[src/rtl/osc_settle_pkg.sv]
package osc_settle_pkg;

  // Number of reference ticks for a settling code: 2^(code+base).
  function automatic logic [31:0] settle_ticks(input logic [31:0] code,
                                               input logic [31:0] base);
    return 32'd1 << (code + base);
  endfunction

endpackage

[src/rtl/osc_settle_counter.sv]
module osc_settle_counter
  import osc_settle_pkg::*;
#(
  parameter int SEL_W    = 3,
  parameter int BASE_EXP = 4,
  localparam int CNT_W   = BASE_EXP + (1 << SEL_W) - 1
) (
  input  logic             clk,
  input  logic             rst_n,
  input  logic             start,
  input  logic             run,
  input  logic             tick,
  input  logic [SEL_W-1:0] sel_in,
  output logic             done,
  output logic             busy
);

  logic             busy_q;
  logic [CNT_W-1:0] cnt_q;
  logic [SEL_W-1:0] sel_q;
  logic [CNT_W-1:0] last_cnt;

  assign last_cnt = CNT_W'(settle_ticks(32'(sel_q), 32'(BASE_EXP)) - 32'd1);
  assign done     = busy_q && run && !start && tick && (cnt_q == last_cnt);
  assign busy     = busy_q;

  always_ff @(posedge clk or negedge rst_n) begin
    if (!rst_n) begin
      busy_q <= 1'b0;
      cnt_q  <= '0;
      sel_q  <= '0;
    end else if (!run) begin
      busy_q <= 1'b0;
      cnt_q  <= '0;
    end else if (start) begin
      busy_q <= 1'b1;
      cnt_q  <= '0;
      sel_q  <= sel_in;
    end else if (busy_q && tick) begin
      if (done) begin
        busy_q <= 1'b0;
        cnt_q  <= '0;
      end else begin
        cnt_q <= cnt_q + 1'b1;
      end
    end
  end

  // the count never passes the last tick of the captured interval
  p_cnt_bound_r3: assert property (@(posedge clk) disable iff (!rst_n)
    busy_q |-> cnt_q <= last_cnt);

  // completion ends the interval
  p_done_ends_r3: assert property (@(posedge clk) disable iff (!rst_n)
    done |=> !busy_q);

  // captured code does not move while an interval runs
  p_sel_held_r9: assert property (@(posedge clk) disable iff (!rst_n)
    (busy_q && !start) |=> $stable(sel_q));

endmodule

[src/rtl/osc_settle_irq.sv]
module osc_settle_irq (
  input  logic clk,
  input  logic rst_n,
  input  logic set_evt,
  input  logic clr_req,
  output logic flag
);

  always_ff @(posedge clk or negedge rst_n) begin
    if (!rst_n)        flag <= 1'b0;
    else if (set_evt)  flag <= 1'b1;
    else if (clr_req)  flag <= 1'b0;
  end

  // completion in the clear cycle wins
  p_set_wins_r5: assert property (@(posedge clk) disable iff (!rst_n)
    set_evt |=> flag);

  // a lone clear strobe empties the flag
  p_clear_r5: assert property (@(posedge clk) disable iff (!rst_n)
    (clr_req && !set_evt) |=> !flag);

  // no event, no change
  p_hold_r4: assert property (@(posedge clk) disable iff (!rst_n)
    (!set_evt && !clr_req) |=> $stable(flag));

endmodule

[src/rtl/osc_settle_timer.sv]
module osc_settle_timer #(
  parameter int SEL_W    = 3,
  parameter int BASE_EXP = 4
) (
  input  logic             clk,
  input  logic             rst_n,
  input  logic             osc_en,
  input  logic [SEL_W-1:0] wait_sel,
  input  logic             sleep_stop,
  input  logic             deep_sleep,
  input  logic             ref_tick,
  input  logic             irq_clr,
  output logic             osc_run,
  output logic             clk_ready,
  output logic             irq_flag
);

  logic run_q;
  logic ready_q;
  logic start_evt;
  logic done_evt;
  logic wait_busy;
  logic sleep_halt;

  assign sleep_halt = sleep_stop && deep_sleep;
  assign osc_run    = osc_en && !sleep_halt;
  assign start_evt  = osc_run && !run_q;
  assign clk_ready  = ready_q && osc_run;

  always_ff @(posedge clk or negedge rst_n) begin
    if (!rst_n) begin
      run_q   <= 1'b0;
      ready_q <= 1'b0;
    end else begin
      run_q <= osc_run;
      if (!osc_run)      ready_q <= 1'b0;
      else if (done_evt) ready_q <= 1'b1;
    end
  end

  osc_settle_counter #(
    .SEL_W   (SEL_W),
    .BASE_EXP(BASE_EXP)
  ) u_count (
    .clk   (clk),
    .rst_n (rst_n),
    .start (start_evt),
    .run   (osc_run),
    .tick  (ref_tick),
    .sel_in(wait_sel),
    .done  (done_evt),
    .busy  (wait_busy)
  );

  osc_settle_irq u_irq (
    .clk    (clk),
    .rst_n  (rst_n),
    .set_evt(done_evt),
    .clr_req(irq_clr),
    .flag   (irq_flag)
  );

  // a (re)start always leaves the clock unusable first
  p_start_not_ready_r7: assert property (@(posedge clk) disable iff (!rst_n)
    start_evt |=> !clk_ready);

  // ready is never up while the interval is still counting
  p_no_ready_in_wait_r3: assert property (@(posedge clk) disable iff (!rst_n)
    wait_busy |-> !clk_ready);

  // completion makes the clock usable unless the source stopped
  p_ready_after_done_r3: assert property (@(posedge clk) disable iff (!rst_n)
    done_evt |=> (clk_ready || !osc_run));

  // sleeping with policy 0 keeps a settled clock usable
  p_sleep_keep_r8: assert property (@(posedge clk) disable iff (!rst_n)
    (clk_ready && !sleep_stop && osc_en) |=>
      (clk_ready || !osc_en || sleep_stop));

endmodule

[config.mk]
export PLATFORM = sky130hd
export DESIGN_NAME = osc_settle_timer
export DESIGN_NICKNAME = d
export VERILOG_FILES = /design/src/rtl/osc_settle_pkg.sv /design/src/rtl/osc_settle_counter.sv /design/src/rtl/osc_settle_irq.sv /design/src/rtl/osc_settle_timer.sv
export SDC_FILE = /design/constraint.sdc
export NUM_CORES = 1
export LEC_CHECK = 0
export BUFFER_PORTS_ARGS = -buffer_cell sky130_fd_sc_hd__buf_2
export CELL_PAD_IN_SITES_DETAIL_PLACEMENT = 1
export CELL_PAD_IN_SITES_GLOBAL_PLACEMENT = 1
export CORE_MARGIN = 2
export CORE_UTILIZATION = 39
export CTS_CLUSTER_DIAMETER = 120
export DETAILED_ROUTE_END_ITERATION = 10
export GPL_TIMING_DRIVEN = 0
export PLACE_DENSITY = 0.84
export SYNTH_ARGS = -nofsm -noshare
export SYNTH_HDL_FRONTEND = slang
export SYNTH_SLANG_ARGS = --single-unit
[constraint.sdc]
create_clock -name clk -period 1.5 [get_ports clk]
set_input_delay 0.45 -clock clk [delete_from_list [all_inputs] [get_ports clk]]
set_output_delay 0.45 -clock clk [all_outputs]
set_load 0.1 [all_outputs]
==> results of run 1 <==
## flip-flops by register name, summed over array words and instances, names as in the netlist
name and cells:
u_irq.flag 1, ready_q 1, u_count.cnt_q 11, run_q 1
u_count.sel_q 3, u_count.busy 1
## repair_timing
item / in CTS / in global routing
setup endpoints to repair: 17 / 15
pin swaps: 3 / 9
gates resized for setup: 24 / 15
buffers inserted: 7 / 4
hold buffers: 0 / 0
## power by group through the flow
| stage | sequential [mW] | clock (mW) | combinational [mW] |
|---|---|---|---|
| floorplan | 0.531 | 0 | 0.119 |
| global placement | 0.537 | 0 | 0.158 |
| detailed placement | 0.539 | 0 | 0.167 |
| CTS | 0.529 | 0.254 | 0.222 |
| global route | 0.534 | 0.274 | 0.311 |
| finish | 0.533 | 0.250 | 0.291 |
## worst max-delay path by stage
| stage | from | to | slack, ns | cells after the start |
|---|---|---|---|---|
| 2_1_floorplan | u_count.sel_q[2] | u_count.cnt_q[10] | -0.12 | 5 |
| 3_3_place_gp | sleep_stop | u_count.cnt_q[10] | -0.39 | 6 |
| 3_5_place_dp | sleep_stop | u_count.cnt_q[6] | -0.45 | 6 |
| 4_1_cts | u_count.sel_q[0] | u_count.cnt_q[6] | -0.24 | 6 |
| 5_1_grt | u_count.cnt_q[5] | u_count.cnt_q[8] | -0.33 | 7 |
| 6_report | u_count.sel_q[0] | u_count.cnt_q[8] | -0.27 | 6 |
## logic make-up after synthesis
kind of cell | Yosys count
xor gates and xnor gates | 10
and+or+nand+nor | 49
DFF | 18
buffers and inverters | 5
muxes | 2
AOI/OAI and AO/OA | 17
adders and majority gates | 2
## cells in the mapped netlist, types with 2 or more instances
library cell,n,area share
sky130_fd_sc_hd__a21oi_1,3,0.015
sky130_fd_sc_hd__inv_1,3,0.011
sky130_fd_sc_hd__and3_1,3,0.019
sky130_fd_sc_hd__mux2_2,2,0.022
sky130_fd_sc_hd__nor3_1,3,0.015
sky130_fd_sc_hd__o31ai_1,4,0.030
sky130_fd_sc_hd__nand3_1,2,0.0099
sky130_fd_sc_hd__nor2_1,13,0.048
sky130_fd_sc_hd__dfrtp_1,18,0.44
sky130_fd_sc_hd__nand4_1,5,0.031
sky130_fd_sc_hd__ha_1,2,0.025
sky130_fd_sc_hd__xnor2_1,2,0.017
sky130_fd_sc_hd__xor2_1,8,0.069
sky130_fd_sc_hd__o21ai_0,3,0.015
sky130_fd_sc_hd__nand2_1,12,0.044
## layout make-up
type / instances / share of cell area
buffer: 1 / 0.005510
clock buffer: 3 / 0.01653
inverter: 3 / 0.01102
multi-input combinational: 80 / 0.4720
sequential: 18 / 0.3333
tap: 30 / 0.02755
timing repair buffer: 23 / 0.1341
## metal layers
metal  global-route usage  vias to the layer above  share of wire
met2               0.3492                       13           0.54
met4              0.02846                        0         0.0071
li1                     -                      413              -
met3              0.06183                        4          0.024
met1               0.2601                      446           0.42
met5                    0                        -              0
==> report_table.html, run 1 <==
<table>
<tr><th>Metric</th><th>Value</th></tr>
<tr><th colspan="2">Status</th></tr>
<tr><td>Run status</td><td>complete, but fails checks</td></tr>
<tr><td>Failing checks</td><td>negative setup slack</td></tr>
<tr><th colspan="2">Critical path</th></tr>
<tr><td>Critical path buffers and inverters</td><td>1</td></tr>
<tr><td>Critical path cell sequence</td><td>xor2_1, o31ai_1, a31oi_2, o31ai_4, buf_6, nor2_1</td></tr>
<tr><td>Worst endpoint data arrival time</td><td>1.97 ns</td></tr>
<tr><td>Cell class contributing the biggest share of worst-path delay</td><td>compound AO/OA/AOI/OAI gates</td></tr>
<tr><td>R2R Path Start</td><td>u_count.sel_q[0]</td></tr>
<tr><td>Largest incremental delay on the critical path</td><td>0.47 ns</td></tr>
<tr><td>Reg-to-Reg End</td><td>u_count.cnt_q[8]</td></tr>
<tr><td>FF-to-FF setup slack</td><td>-0.27 ns</td></tr>
<tr><td>Length in cells of the worst reg-to-reg path</td><td>6</td></tr>
<tr><td>Worst setup SP type</td><td>register</td></tr>
<tr><td>Slowest library cell on the worst path</td><td>sky130_fd_sc_hd__dfrtp_2</td></tr>
<tr><td>Worst setup path class</td><td>reg2reg</td></tr>
<tr><td>Largest driver fanout on the critical path</td><td>6</td></tr>
<tr><td>Endpoint class of the critical path</td><td>register</td></tr>
<tr><td>Required time reported for the critical path endpoint</td><td>1.70 ns</td></tr>
<tr><th colspan="2">STA</th></tr>
<tr><td>Transition at the pin with the smallest max-transition slack</td><td>0.5691 ns</td></tr>
<tr><td>Total of endpoints with negative setup slack in the final report</td><td>14</td></tr>
<tr><td>Unrepaired setup endpoints after global routing</td><td>true</td></tr>
<tr><td>Final period utilization</td><td>1.181</td></tr>
<tr><td>Post-layout minimum cycle time</td><td>1.772 ns</td></tr>
<tr><td>Fmax achieved</td><td>564.3 MHz</td></tr>
<tr><td>Remaining max-slew budget at the tightest pin</td><td>0.6174</td></tr>
<tr><td>Final-report hold violation count</td><td>0</td></tr>
<tr><td>Final Skew</td><td>0.002453 ns</td></tr>
<tr><td>WHS</td><td>0.06765 ns</td></tr>
<tr><td>Setup TNS after final layout</td><td>-3.363 ns</td></tr>
<tr><td>Number of pins with negative max-slew slack in the final report</td><td>0</td></tr>
<tr><td>Final setup slack of the worst path</td><td>-0.2721 ns</td></tr>
<tr><th colspan="2">Global route</th></tr>
<tr><td>Number of global-route vias before repair</td><td>868</td></tr>
<tr><td>GRT Total Usage</td><td>0.2043</td></tr>
<tr><td>Largest net degree at the start of global routing</td><td>19</td></tr>
<tr><td>Global-route wire length before repair</td><td>4271 um</td></tr>
<tr><td>Overall overflow remaining after global route</td><td>0</td></tr>
<tr><td>Initial antenna violation count</td><td>0</td></tr>
<tr><th colspan="2">Final layout</th></tr>
<tr><td>ANT cells</td><td>0</td></tr>
<tr><td>Count of placed standard cells in the final layout, fillers left out</td><td>158</td></tr>
<tr><td>Final net count</td><td>142</td></tr>
<tr><td>Area of all placed cells without fillers</td><td>1363 um^2</td></tr>
<tr><td>Finished Core Util</td><td>0.5500</td></tr>
<tr><td>Area taken by flip-flops and latches</td><td>454.2 um^2</td></tr>
<tr><td>Commonest cells after routing, fill and taps aside</td><td>15 x sky130_fd_sc_hd__dfrtp_1, 11 x sky130_fd_sc_hd__buf_4, 10 x sky130_fd_sc_hd__nand2_1</td></tr>
<tr><td>Area of the multi-input gates</td><td>643.1 um^2</td></tr>
<tr><td>Most common cell after layout, fill and taps aside</td><td>sky130_fd_sc_hd__dfrtp_1</td></tr>
<tr><td>Count of fill cells added during filler insertion</td><td>286</td></tr>
<tr><td>Synth-to-Final Area Change</td><td>34.44%</td></tr>
<tr><td>Proportion of layout cells with a drive suffix above 1</td><td>0.4531</td></tr>
<tr><th colspan="2">Synth</th></tr>
<tr><td>Warning count from the yosys run</td><td>0</td></tr>
<tr><td>Post-synthesis async set-or-reset flop share</td><td>1.000</td></tr>
<tr><td>Unique masters post-synth</td><td>35</td></tr>
<tr><td>Seq cells post-synth</td><td>18</td></tr>
<tr><td>Combined area of all synthesized cells</td><td>1013 um^2</td></tr>
<tr><td>Post-synthesis area per instance</td><td>9.840 um^2</td></tr>
<tr><td>Dominant register cell in the synthesized netlist</td><td>sky130_fd_sc_hd__dfrtp_1</td></tr>
<tr><td>Synth Area in Adders</td><td>0.02469</td></tr>
<tr><td>Post-synthesis mux area share</td><td>0.02222</td></tr>
<tr><td>Nets in the synthesized netlist</td><td>115</td></tr>
<tr><td>Main combinational cell family by area after synthesis</td><td>simple AND/OR/NAND/NOR gates</td></tr>
<tr><td>Xor-xnor portion of the synthesized cell area</td><td>0.08642</td></tr>
<tr><td>Fraction of the mapped netlist area in compound gates</td><td>0.1457</td></tr>
<tr><td>Fraction of the mapped netlist area in simple logic gates</td><td>0.2494</td></tr>
<tr><td>Synthesized instance count</td><td>103</td></tr>
<tr><td>Post-synthesis sequential area ratio</td><td>0.4444</td></tr>
<tr><td>Number of flops mapped to enable cells by yosys</td><td>0</td></tr>
<tr><th colspan="2">Pwr</th></tr>
<tr><td>P per Cell Area</td><td>787.8 nW/um^2</td></tr>
<tr><td>Pleak</td><td>0.5929 nW</td></tr>
<tr><td>Post-layout total power</td><td>1.073 mW</td></tr>
<tr><td>Worst vdd rail ir drop</td><td>537.4 uV</td></tr>
<tr><td>Sequential group share of total power</td><td>0.496</td></tr>
<tr><td>Part of the power in the clock network</td><td>0.233</td></tr>
<tr><td>Logic pwr share</td><td>0.271</td></tr>
<tr><td>Internal power of the cells</td><td>0.7321 mW</td></tr>
<tr><td>Sw Pwr</td><td>0.3413 mW</td></tr>
<tr><td>Switching fraction of total power</td><td>0.3180</td></tr>
<tr><th colspan="2">Floorplan</th></tr>
<tr><td>Area enclosed by the die boundary</td><td>3022 um^2</td></tr>
<tr><td>Placeable Area</td><td>2477 um^2</td></tr>
<tr><td>Initial Util</td><td>0.4091</td></tr>
<tr><td>Floorplan die height</td><td>54.98 um</td></tr>
<tr><td>Floorplan die width</td><td>54.98 um</td></tr>
<tr><td>Count of boundary I/O pins</td><td>13</td></tr>
<tr><td>Placement Rows</td><td>18</td></tr>
<tr><th colspan="2">Route</th></tr>
<tr><td>Count of antenna-violating nets left after detailed routing</td><td>0</td></tr>
<tr><td>Total number of vias</td><td>876</td></tr>
<tr><td>Initial DRT Pass Iterations</td><td>3</td></tr>
<tr><td>Drt first-iter violations</td><td>11</td></tr>
<tr><td>Total wirelength of the detailed-routed design</td><td>2950 um</td></tr>
<tr><td>DRC violations left</td><td>0</td></tr>
<tr><td>Average vias per placed instance</td><td>5.544</td></tr>
<tr><td>Average wire per standard cell</td><td>18.67 um</td></tr>
<tr><th colspan="2">Clock network</th></tr>
<tr><td>Clock slew seen by the registers of the worst setup and hold paths</td><td>0.10 ns</td></tr>
<tr><td>TritonCTS buffer count</td><td>3</td></tr>
<tr><td>Buffer cell driving the clock tree root</td><td>sky130_fd_sc_hd__clkbuf_4</td></tr>
<tr><td>Number of clock sinks seen by CTS</td><td>18</td></tr>
<tr><td>Worst-case clock buffer depth</td><td>2</td></tr>
<tr><td>Clk Latency, worst-skew pair</td><td>0.30 ns</td></tr>
<tr><td>Clock tree from TritonCTS</td><td>built</td></tr>
<tr><td>Number of levels the H-tree was split into</td><td>1</td></tr>
<tr><th colspan="2">Place</th></tr>
<tr><td>HPWL after DPL</td><td>1819 um</td></tr>
<tr><td>Count of buffers from port buffering</td><td>12</td></tr>
<tr><td>Placed instance count</td><td>145</td></tr>
<tr><td>Placement Setup Slack</td><td>-0.4526 ns</td></tr>
<tr><td>Global placer's final weighted congestion</td><td>0.7729</td></tr>
<tr><td>Placed instance area</td><td>1124 um^2</td></tr>
<tr><th colspan="2">Hold path</th></tr>
<tr><td>Worst min path class</td><td>in2async</td></tr>
<tr><th colspan="2">Job</th></tr>
<tr><td>Max-Cap Viols</td><td>0</td></tr>
</table>
No activity file was read; power rests on OpenSTA's default activity.
==> run 2, diff against run 1 <==
--- a/config.mk
+++ b/config.mk
@@ -14,6 +14,7 @@
 export DETAILED_ROUTE_END_ITERATION = 10
 export GPL_TIMING_DRIVEN = 0
 export PLACE_DENSITY = 0.84
+export REMOVE_ABC_BUFFERS = 1
 export SYNTH_ARGS = -nofsm -noshare
 export SYNTH_HDL_FRONTEND = slang
 export SYNTH_SLANG_ARGS = --single-unit
==> report_table.html, run 2 (synthesis gave the netlist of run 1 again) <==
<table>
<tr><th>Metric</th><th>Value</th></tr>
<tr><th colspan="2">STA</th></tr>
<tr><td>Remaining max-slew budget at the tightest pin</td><td>0.7214 (+0.1041)</td></tr>
<tr><td>Number of pins with negative max-slew slack in the final report</td><td>0 (unchanged)</td></tr>
<tr><td>Transition at the pin with the smallest max-transition slack</td><td>0.4179 ns (-0.1512 ns)</td></tr>
<tr><td>Fmax achieved</td><td>582.1 MHz (+3.2%)</td></tr>
<tr><td>Final-report hold violation count</td><td>0 (unchanged)</td></tr>
<tr><td>Total of endpoints with negative setup slack in the final report</td><td>14 (unchanged)</td></tr>
<tr><td>Post-layout minimum cycle time</td><td>1.718 ns (-0.05414 ns)</td></tr>
<tr><td>Final Skew</td><td>0.006668 ns (+0.004215 ns)</td></tr>
<tr><td>Final period utilization</td><td>1.145 (-0.03610)</td></tr>
<tr><td>Unrepaired setup endpoints after global routing</td><td>true</td></tr>
<tr><td>Final setup slack of the worst path</td><td>-0.2180 ns (+0.05414 ns)</td></tr>
<tr><th colspan="2">Final layout</th></tr>
<tr><td>Synth-to-Final Area Change</td><td>32.84%</td></tr>
<tr><td>Max FFs per register</td><td>11 (unchanged)</td></tr>
<tr><td>Largest registers</td><td>u_count.cnt_q: 11 flops, u_count.sel_q: 3 flops</td></tr>
<tr><td>Top register by number of flip-flops</td><td>u_count.cnt_q</td></tr>
<tr><td>Commonest cells after routing, fill and taps aside</td><td>13 x sky130_fd_sc_hd__nor2_1, 12 x sky130_fd_sc_hd__dfrtp_1, 10 x sky130_fd_sc_hd__nand2_1</td></tr>
<tr><td>ANT cells</td><td>0 (unchanged)</td></tr>
<tr><td>Most common cell after layout, fill and taps aside</td><td>sky130_fd_sc_hd__nor2_1</td></tr>
<tr><td>Finished Core Util</td><td>0.5434 (-0.006566)</td></tr>
<tr><td>Proportion of layout cells with a drive suffix above 1</td><td>0.4160 (-0.03713)</td></tr>
<tr><td>Final net count</td><td>139 (-2.1%)</td></tr>
<tr><th colspan="2">Clock network</th></tr>
<tr><td>Number of levels the H-tree was split into</td><td>1 (unchanged)</td></tr>
<tr><td>Buffer cell driving the clock tree root</td><td>sky130_fd_sc_hd__clkbuf_4</td></tr>
<tr><td>Clock slew seen by the registers of the worst setup and hold paths</td><td>0.11 ns (about the same)</td></tr>
<tr><td>Clock tree from TritonCTS</td><td>built</td></tr>
<tr><td>Worst-case clock buffer depth</td><td>2 (unchanged)</td></tr>
<tr><td>TritonCTS buffer count</td><td>3 (unchanged)</td></tr>
<tr><td>CTS hold repair buffers</td><td>0 (unchanged)</td></tr>
<tr><td>Number of clock sinks seen by CTS</td><td>18 (unchanged)</td></tr>
<tr><td>Clk Latency, worst-skew pair</td><td>0.30 ns (about the same)</td></tr>
<tr><th colspan="2">Floorplan</th></tr>
<tr><td>Count of boundary I/O pins</td><td>13 (unchanged)</td></tr>
<tr><td>Area enclosed by the die boundary</td><td>3022 um^2 (unchanged)</td></tr>
<tr><td>Placement Rows</td><td>18 (unchanged)</td></tr>
<tr><td>Floorplan die height</td><td>54.98 um (unchanged)</td></tr>
<tr><td>Floorplan die width</td><td>54.98 um (unchanged)</td></tr>
<tr><td>Placeable Area</td><td>2477 um^2 (unchanged)</td></tr>
<tr><td>Initial Util</td><td>0.4091 (unchanged)</td></tr>
<tr><th colspan="2">Route</th></tr>
<tr><td>Average vias per placed instance</td><td>5.677 (+2.4%)</td></tr>
<tr><td>Average wire per standard cell</td><td>17.21 um (-7.8%)</td></tr>
<tr><td>Total number of vias</td><td>880 (+0.46%)</td></tr>
<tr><td>Initial DRT Pass Iterations</td><td>4 (+1)</td></tr>
<tr><td>Count of antenna-violating nets left after detailed routing</td><td>0 (unchanged)</td></tr>
<tr><td>DRC violations left</td><td>0 (unchanged)</td></tr>
<tr><td>Total wirelength of the detailed-routed design</td><td>2667 um (-9.6%)</td></tr>
<tr><td>Drt first-iter violations</td><td>6 (-5)</td></tr>
<tr><th colspan="2">Critical path</th></tr>
<tr><td>Worst setup path class</td><td>reg2reg</td></tr>
<tr><td>Length in cells of the worst reg-to-reg path</td><td>6 (unchanged)</td></tr>
<tr><td>Largest driver fanout on the critical path</td><td>9 (+3)</td></tr>
<tr><td>Critical path cell sequence</td><td>or4_4, nor2_4, a21oi_4, o31ai_4, buf_12, nor2_1</td></tr>
<tr><td>Endpoint class of the critical path</td><td>register</td></tr>
<tr><td>Worst endpoint data arrival time</td><td>1.91 ns (-0.06 ns)</td></tr>
<tr><td>Required time reported for the critical path endpoint</td><td>1.69 ns (about the same)</td></tr>
<tr><td>FF-to-FF setup slack</td><td>-0.22 ns (+0.05 ns)</td></tr>
<tr><td>Reg-to-Reg End</td><td>u_count.cnt_q[2]</td></tr>
<tr><td>Cell class contributing the biggest share of worst-path delay</td><td>simple AND/OR/NAND/NOR gates</td></tr>
<tr><td>Worst setup SP type</td><td>register</td></tr>
<tr><td>R2R Path Start</td><td>u_count.sel_q[2]</td></tr>
<tr><td>Critical path buffers and inverters</td><td>1 (unchanged)</td></tr>
<tr><td>Slowest library cell on the worst path</td><td>sky130_fd_sc_hd__or4_4</td></tr>
<tr><td>Largest incremental delay on the critical path</td><td>0.53 ns (+0.06 ns)</td></tr>
<tr><th colspan="2">Pwr</th></tr>
<tr><td>Worst vdd rail ir drop</td><td>638.6 uV (+19%)</td></tr>
<tr><td>Pleak</td><td>0.5848 nW (-1.4%)</td></tr>
<tr><td>P per Cell Area</td><td>791.5 nW/um^2 (+0.47%)</td></tr>
<tr><td>Post-layout total power</td><td>1.066 mW (-0.73%)</td></tr>
<tr><th colspan="2">Global route</th></tr>
<tr><td>Largest net degree at the start of global routing</td><td>19 (unchanged)</td></tr>
<tr><td>Initial antenna violation count</td><td>0 (unchanged)</td></tr>
<tr><td>Overall overflow remaining after global route</td><td>0 (unchanged)</td></tr>
<tr><td>GRT Total Usage</td><td>0.2002 (-0.004086)</td></tr>
<tr><td>Global-route wire length before repair</td><td>4188 um (-1.9%)</td></tr>
<tr><td>Number of global-route vias before repair</td><td>878 (+1.2%)</td></tr>
<tr><th colspan="2">Status</th></tr>
<tr><td>Failing checks</td><td>negative setup slack</td></tr>
<tr><td>Run status</td><td>complete, but fails checks</td></tr>
<tr><th colspan="2">Place</th></tr>
<tr><td>Count of buffers from port buffering</td><td>12 (unchanged)</td></tr>
<tr><td>HPWL after DPL</td><td>1626 um (-11%)</td></tr>
<tr><td>Global placer's final weighted congestion</td><td>0.7306 (-5.5%)</td></tr>
<tr><th colspan="2">Hold path</th></tr>
<tr><td>Worst min path class</td><td>in2async</td></tr>
<tr><th colspan="2">Job</th></tr>
<tr><td>Max-Cap Viols</td><td>0 (unchanged)</td></tr>
</table>
-- run 2: cell count changes in the layout (fill, tap and decap cells not counted), moves of 2 or more --
cell                      before  now
sky130_fd_sc_hd__nand2_4       2    0
sky130_fd_sc_hd__nor2_1        8   13
sky130_fd_sc_hd__dfrtp_1      15   12
sky130_fd_sc_hd__buf_4        11    8
sky130_fd_sc_hd__nand2_2       0    2
sky130_fd_sc_hd__nor2_2        4    0
sky130_fd_sc_hd__dfrtp_2       3    6
-- run 2: power breakdown --
part / internal [mW] / switching (mW) / leakage, nW
clock network: 0.0936 / 0.155 / 0.0138
registers: 0.506 / 0.0322 / 0.234
logic: 0.130 / 0.149 / 0.337
-- run 2: area by class of cell --
type | count | area (um^2)
fill | 273 | 1131
multi-input combinational | 80 | 640.6
sequential | 18 | 457.9
timing repair buffer | 21 | 176.4
tap | 30 | 37.54
clock buffer | 3 | 22.52
inverter | 3 | 11.26
-- run 2: how the worst max path moves through the flow --
stage | cells past startpoint | to | startpoint
finish | 6 | u_count.cnt_q[2] | u_count.sel_q[2]
global route | 8 | u_count.cnt_q[6] | u_count.sel_q[2]
CTS | 6 | u_count.cnt_q[2] | u_count.sel_q[2]
floorplan | 2 | clk_ready | sleep_stop
detailed placement | 6 | u_count.cnt_q[2] | sleep_stop
global placement | 6 | u_count.cnt_q[4] | sleep_stop
-- run 2: timing repair --
item	in CTS	in global routing
pin swaps	2	3
buffers inserted	8	1
endpoints found under the setup margin	17	16
gates resized for setup	23	14
-- run 2: routing by layer --
metal,global-route usage,share of wire
met3,0.06183,0.034
met2,0.3591,0.52
met5,0,0
met1,0.2395,0.43
met4,0.02846,0.0090
-- run 2: metrics by stage --
stage / hold slack (ns) / setup WS, ns / setup TNS [ns] / std cells / cell area [um^2]
2_1_floorplan: 0.1544 / -0.2765 / -1.843 / 101 / 997.2
3_3_place_gp: 0.4018 / -0.4567 / -5.930 / 143 / 1095
3_5_place_dp: 0.4127 / -0.4798 / -6.172 / 143 / 1095
4_1_cts: 0.08412 / -0.2205 / -2.721 / 154 / 1282
5_1_grt: 0.08407 / -0.2669 / -3.415 / 155 / 1346
6_report: 0.06459 / -0.2180 / -2.742 / 155 / 1346
==> run 3, diff against run 2 <==
--- a/config.mk
+++ b/config.mk
@@ -5,15 +5,16 @@
 export SDC_FILE = /design/constraint.sdc
 export NUM_CORES = 1
 export LEC_CHECK = 0
+export ABC_AREA = 1
 export BUFFER_PORTS_ARGS = -buffer_cell sky130_fd_sc_hd__buf_2
 export CELL_PAD_IN_SITES_DETAIL_PLACEMENT = 1
 export CELL_PAD_IN_SITES_GLOBAL_PLACEMENT = 1
 export CORE_MARGIN = 2
-export CORE_UTILIZATION = 39
+export CORE_UTILIZATION = 36
 export CTS_CLUSTER_DIAMETER = 120
 export DETAILED_ROUTE_END_ITERATION = 10
 export GPL_TIMING_DRIVEN = 0
-export PLACE_DENSITY = 0.84
+export PLACE_DENSITY = 0.83
 export REMOVE_ABC_BUFFERS = 1
 export SYNTH_ARGS = -nofsm -noshare
 export SYNTH_HDL_FRONTEND = slang
==> report_table.html, run 3 <==
<table>
<tr><th>Metric</th><th>Value</th></tr>
<tr><th colspan="2">Final layout</th></tr>
<tr><td>Count of fill cells added during filler insertion</td><td>346 (+27%)</td></tr>
<tr><td>Top register by number of flip-flops</td><td>u_count.cnt_q</td></tr>
<tr><td>Finished Core Util</td><td>0.4728 (-0.07067)</td></tr>
<tr><td>Max FFs per register</td><td>11 (unchanged)</td></tr>
<tr><td>Largest registers</td><td>u_count.cnt_q: 11 flops, u_count.sel_q: 3 flops</td></tr>
<tr><td>Commonest cells after routing, fill and taps aside</td><td>32 x sky130_fd_sc_hd__nand2_1, 16 x sky130_fd_sc_hd__inv_1, 16 x sky130_fd_sc_hd__dfrtp_1</td></tr>
<tr><td>Count of placed standard cells in the final layout, fillers left out</td><td>186 (+20%)</td></tr>
<tr><td>Synth-to-Final Area Change</td><td>26.89%</td></tr>
<tr><td>ANT cells</td><td>0 (unchanged)</td></tr>
<tr><td>Most common cell after layout, fill and taps aside</td><td>sky130_fd_sc_hd__nand2_1</td></tr>
<tr><td>Final net count</td><td>168 (+21%)</td></tr>
<tr><td>Proportion of layout cells with a drive suffix above 1</td><td>0.3097 (-0.1063)</td></tr>
<tr><th colspan="2">Critical path</th></tr>
<tr><td>R2R Path Start</td><td>u_count.sel_q[2]</td></tr>
<tr><td>Largest driver fanout on the critical path</td><td>3 (-6)</td></tr>
<tr><td>Largest incremental delay on the critical path</td><td>0.18 ns (-0.35 ns)</td></tr>
<tr><td>Critical path buffers and inverters</td><td>2 (+1)</td></tr>
<tr><td>Slowest library cell on the worst path</td><td>sky130_fd_sc_hd__buf_12</td></tr>
<tr><td>Worst setup SP type</td><td>input port</td></tr>
<tr><td>Worst setup path class</td><td>in2out</td></tr>
<tr><td>Critical path cell sequence</td><td>buf_2, nand2_2, nand2_2, nor2_4, buf_12</td></tr>
<tr><td>Required time reported for the critical path endpoint</td><td>1.05 ns (-0.64 ns)</td></tr>
<tr><td>Cell class contributing the biggest share of worst-path delay</td><td>simple AND/OR/NAND/NOR gates</td></tr>
<tr><td>Most frequent cell on the critical path</td><td>sky130_fd_sc_hd__nand2_2</td></tr>
<tr><td>Endpoint class of the critical path</td><td>primary output</td></tr>
<tr><td>Worst setup path startpoint</td><td>sleep_stop</td></tr>
<tr><td>Worst endpoint data arrival time</td><td>1.04 ns (-0.87 ns)</td></tr>
<tr><th colspan="2">Route</th></tr>
<tr><td>Total number of vias</td><td>938 (+6.6%)</td></tr>
<tr><td>DRC violations left</td><td>0 (unchanged)</td></tr>
<tr><td>Average vias per placed instance</td><td>5.043 (-11%)</td></tr>
<tr><td>Drt first-iter violations</td><td>13 (+7)</td></tr>
<tr><td>Average wire per standard cell</td><td>13.91 um (-19%)</td></tr>
<tr><td>Total wirelength of the detailed-routed design</td><td>2587 um (-3.0%)</td></tr>
<tr><td>Initial DRT Pass Iterations</td><td>4 (unchanged)</td></tr>
<tr><td>Count of antenna-violating nets left after detailed routing</td><td>0 (unchanged)</td></tr>
<tr><th colspan="2">Job</th></tr>
<tr><td>Max-Cap Viols</td><td>0 (unchanged)</td></tr>
<tr><th colspan="2">Synth</th></tr>
<tr><td>Dominant register cell in the synthesized netlist</td><td>sky130_fd_sc_hd__dfrtp_1</td></tr>
<tr><td>Leading cell types by count after synthesis</td><td>37 x sky130_fd_sc_hd__nand2_1, 23 x sky130_fd_sc_hd__nor2_1, 18 x sky130_fd_sc_hd__dfrtp_1, 18 x sky130_fd_sc_hd__inv_1, 9 x sky130_fd_sc_hd__nand3_1</td></tr>
<tr><td>Number of flops mapped to enable cells by yosys</td><td>0 (unchanged)</td></tr>
<tr><td>Post-synthesis sequential area ratio</td><td>0.4461 (+0.001652)</td></tr>
<tr><td>Synth area leaders</td><td>sky130_fd_sc_hd__dfrtp_1 45%, sky130_fd_sc_hd__nand2_1 14%, sky130_fd_sc_hd__nor2_1 8.6%</td></tr>
<tr><td>Post-synthesis async set-or-reset flop share</td><td>1.000 (unchanged)</td></tr>
<tr><td>Combined area of all synthesized cells</td><td>1010 um^2 (-0.37%)</td></tr>
<tr><td>Unique masters post-synth</td><td>20 (-43%)</td></tr>
<tr><td>Post-synthesis area per instance</td><td>7.370 um^2 (-25%)</td></tr>
<tr><td>Cell type with the highest aggregate area in the netlist</td><td>sky130_fd_sc_hd__dfrtp_1</td></tr>
<tr><td>Synthesized instance count</td><td>137 (+33%)</td></tr>
<tr><td>Warning count from the yosys run</td><td>0 (unchanged)</td></tr>
<tr><td>Proportion of netlist area held by the largest area contributor</td><td>0.4461 (+0.001652)</td></tr>
<tr><td>Most numerous cell in the Yosys netlist</td><td>sky130_fd_sc_hd__nand2_1</td></tr>
<tr><td>Seq cells post-synth</td><td>18 (unchanged)</td></tr>
<tr><th colspan="2">STA</th></tr>
<tr><td>Transition at the pin with the smallest max-transition slack</td><td>0.4190 ns (+0.001153 ns)</td></tr>
<tr><td>Final period utilization</td><td>0.9931 (-0.1522)</td></tr>
<tr><td>Total of endpoints with negative setup slack in the final report</td><td>0 (-14)</td></tr>
<tr><td>Post-layout minimum cycle time</td><td>1.490 ns (-0.2283 ns)</td></tr>
<tr><td>WHS</td><td>0.07168 ns (+0.007094 ns)</td></tr>
<tr><td>Remaining max-slew budget at the tightest pin</td><td>0.7207 (-0.0007690)</td></tr>
<tr><td>Number of pins with negative max-slew slack in the final report</td><td>0 (unchanged)</td></tr>
<tr><td>Fmax achieved</td><td>671.3 MHz (+15%)</td></tr>
<tr><td>Final Skew</td><td>0.0007369 ns (-0.005931 ns)</td></tr>
<tr><td>Setup TNS after final layout</td><td>0 ns (+2.742 ns)</td></tr>
<tr><td>Unrepaired setup endpoints after global routing</td><td>true</td></tr>
<tr><td>Final-report hold violation count</td><td>0 (unchanged)</td></tr>
<tr><th colspan="2">Clock network</th></tr>
<tr><td>TritonCTS buffer count</td><td>3 (unchanged)</td></tr>
<tr><td>Clock tree from TritonCTS</td><td>built</td></tr>
<tr><td>Number of levels the H-tree was split into</td><td>1 (unchanged)</td></tr>
<tr><td>Buffer cell driving the clock tree root</td><td>sky130_fd_sc_hd__clkbuf_4</td></tr>
<tr><td>Worst-case clock buffer depth</td><td>2 (unchanged)</td></tr>
<tr><td>Clock slew seen by the registers of the worst setup and hold paths</td><td>0.11 ns (about the same)</td></tr>
<tr><td>Number of clock sinks seen by CTS</td><td>18 (unchanged)</td></tr>
<tr><td>Clk Latency, worst-skew pair</td><td>0.29 ns (about the same)</td></tr>
<tr><th colspan="2">Floorplan</th></tr>
<tr><td>Placeable Area</td><td>2710 um^2 (+9.4%)</td></tr>
<tr><td>Floorplan die height</td><td>56.96 um (+3.6%)</td></tr>
<tr><td>Placement Rows</td><td>19 (+1)</td></tr>
<tr><td>Floorplan die width</td><td>56.96 um (+3.6%)</td></tr>
<tr><td>Initial Util</td><td>0.3726 (-0.03651)</td></tr>
<tr><td>Count of boundary I/O pins</td><td>13 (unchanged)</td></tr>
<tr><td>Area enclosed by the die boundary</td><td>3244 um^2 (+7.4%)</td></tr>
<tr><th colspan="2">Place</th></tr>
<tr><td>Count of buffers from port buffering</td><td>12 (unchanged)</td></tr>
<tr><td>Placed instance count</td><td>180 (+26%)</td></tr>
<tr><td>HPWL after DPL</td><td>1911 um (+18%)</td></tr>
<tr><td>Global placer's final weighted congestion</td><td>0.7815 (+7.0%)</td></tr>
<tr><th colspan="2">Global route</th></tr>
<tr><td>Overall overflow remaining after global route</td><td>0 (unchanged)</td></tr>
<tr><td>GRT Total Usage</td><td>0.1700 (-0.03023)</td></tr>
<tr><td>Global-route wire length before repair</td><td>4298 um (+2.6%)</td></tr>
<tr><td>Largest net degree at the start of global routing</td><td>19 (unchanged)</td></tr>
<tr><td>Number of global-route vias before repair</td><td>969 (+10%)</td></tr>
<tr><td>Initial antenna violation count</td><td>0 (unchanged)</td></tr>
<tr><th colspan="2">Pwr</th></tr>
<tr><td>Pleak</td><td>0.5979 nW (+2.2%)</td></tr>
<tr><td>P per Cell Area</td><td>786.8 nW/um^2 (-0.59%)</td></tr>
<tr><td>Post-layout total power</td><td>1.008 mW (-5.4%)</td></tr>
<tr><td>Worst vdd rail ir drop</td><td>589.6 uV (-7.7%)</td></tr>
<tr><th colspan="2">Status</th></tr>
<tr><td>Run status</td><td>completed</td></tr>
<tr><th colspan="2">Hold path</th></tr>
<tr><td>Worst min path class</td><td>in2async</td></tr>
</table>
run 3: changes by cell type in the layout (fill, tap and decap cells not counted), moves of 4 or more:
cell,before,now
sky130_fd_sc_hd__inv_1,2,16
sky130_fd_sc_hd__dfrtp_1,12,16
sky130_fd_sc_hd__dfrtp_2,6,2
sky130_fd_sc_hd__o21ai_0,1,5
sky130_fd_sc_hd__nand2_2,2,6
sky130_fd_sc_hd__nor2_2,0,6
sky130_fd_sc_hd__nand3_1,2,7
sky130_fd_sc_hd__nand2_1,10,32
sky130_fd_sc_hd__buf_4,8,3
run 3: metrics by stage:
stage               cell area, um^2  setup slack [ns]
global placement               1109           -0.1513
finish                         1281           0.01037
global route                   1281          -0.03249
detailed placement             1109           -0.1862
floorplan                      1010           -0.7864
CTS                            1179         -0.004716
run 3: what timing repair did:
action | CTS | global route
cloned | 0 | 0
buffers inserted | 0 | 2
gates resized for setup | 11 | 29
pin swaps | 0 | 9
hold buffers | 0 | 0
endpoints found under the setup margin | 15 | 14
run 3: final cells by class:
| class | instances | area (um^2) | share of cell area |
|---|---|---|---|
| Sequential cell | 18 | 452.9 | 0.3535 |
| Timing Repair Buffer | 14 | 107.6 | 0.08398 |
| Tap cell | 31 | 38.79 | 0.03027 |
| Multi-Input combinational cell | 99 | 568.0 | 0.4434 |
| Clock buffer | 4 | 36.28 | 0.02832 |
| Inverter | 20 | 77.57 | 0.06055 |
run 3: logic make-up (layout without fill, tap and decap cells):
kind of cell               Yosys count  in the layout  share of synthesized area
and+or+nand+nor                     80             80                     0.3445
buffers and inverters               20             38                    0.07435
DFF                                 18             18                     0.4461
AOI/OAI and AO/OA                   11             11                    0.05576
xor gates and xnor gates             5              5                    0.04337
adders and majority gates            2              2                    0.02478
muxes                                1              1                    0.01115
run 3: power by group:
part | internal, mW | leakage (nW) | switching [mW]
Clock | 0.148 | 0.0210 | 0.157
Combinational | 0.0586 | 0.338 | 0.106
Sequential | 0.504 | 0.238 | 0.0340
Total | 0.711 | 0.598 | 0.297
run 3: path summary, 6_finish.rpt:
| check | end | slack (ns) | cells past startpoint |
|---|---|---|---|
| min | u_count.cnt_q[1] | 0.07 | 1 |
| min reg2reg | u_count.busy | 0.52 | 2 |
| max in group asynchronous | u_count.sel_q[1] | 1.11 | 1 |
| min in group clk | u_irq.flag | 0.33 | 2 |
| max reg2reg | u_count.cnt_q[2] | 0.09 | 9 |
| max | clk_ready | 0.01 | 5 |
run 3: metal layers:
layer	routed length, um	up-vias	global-route usage
met5	0	-	0
met3	67	4	0.02721
met4	16	0	0.05648
met1	1104	459	0.2070
met2	1399	11	0.3054
li1	-	464	-
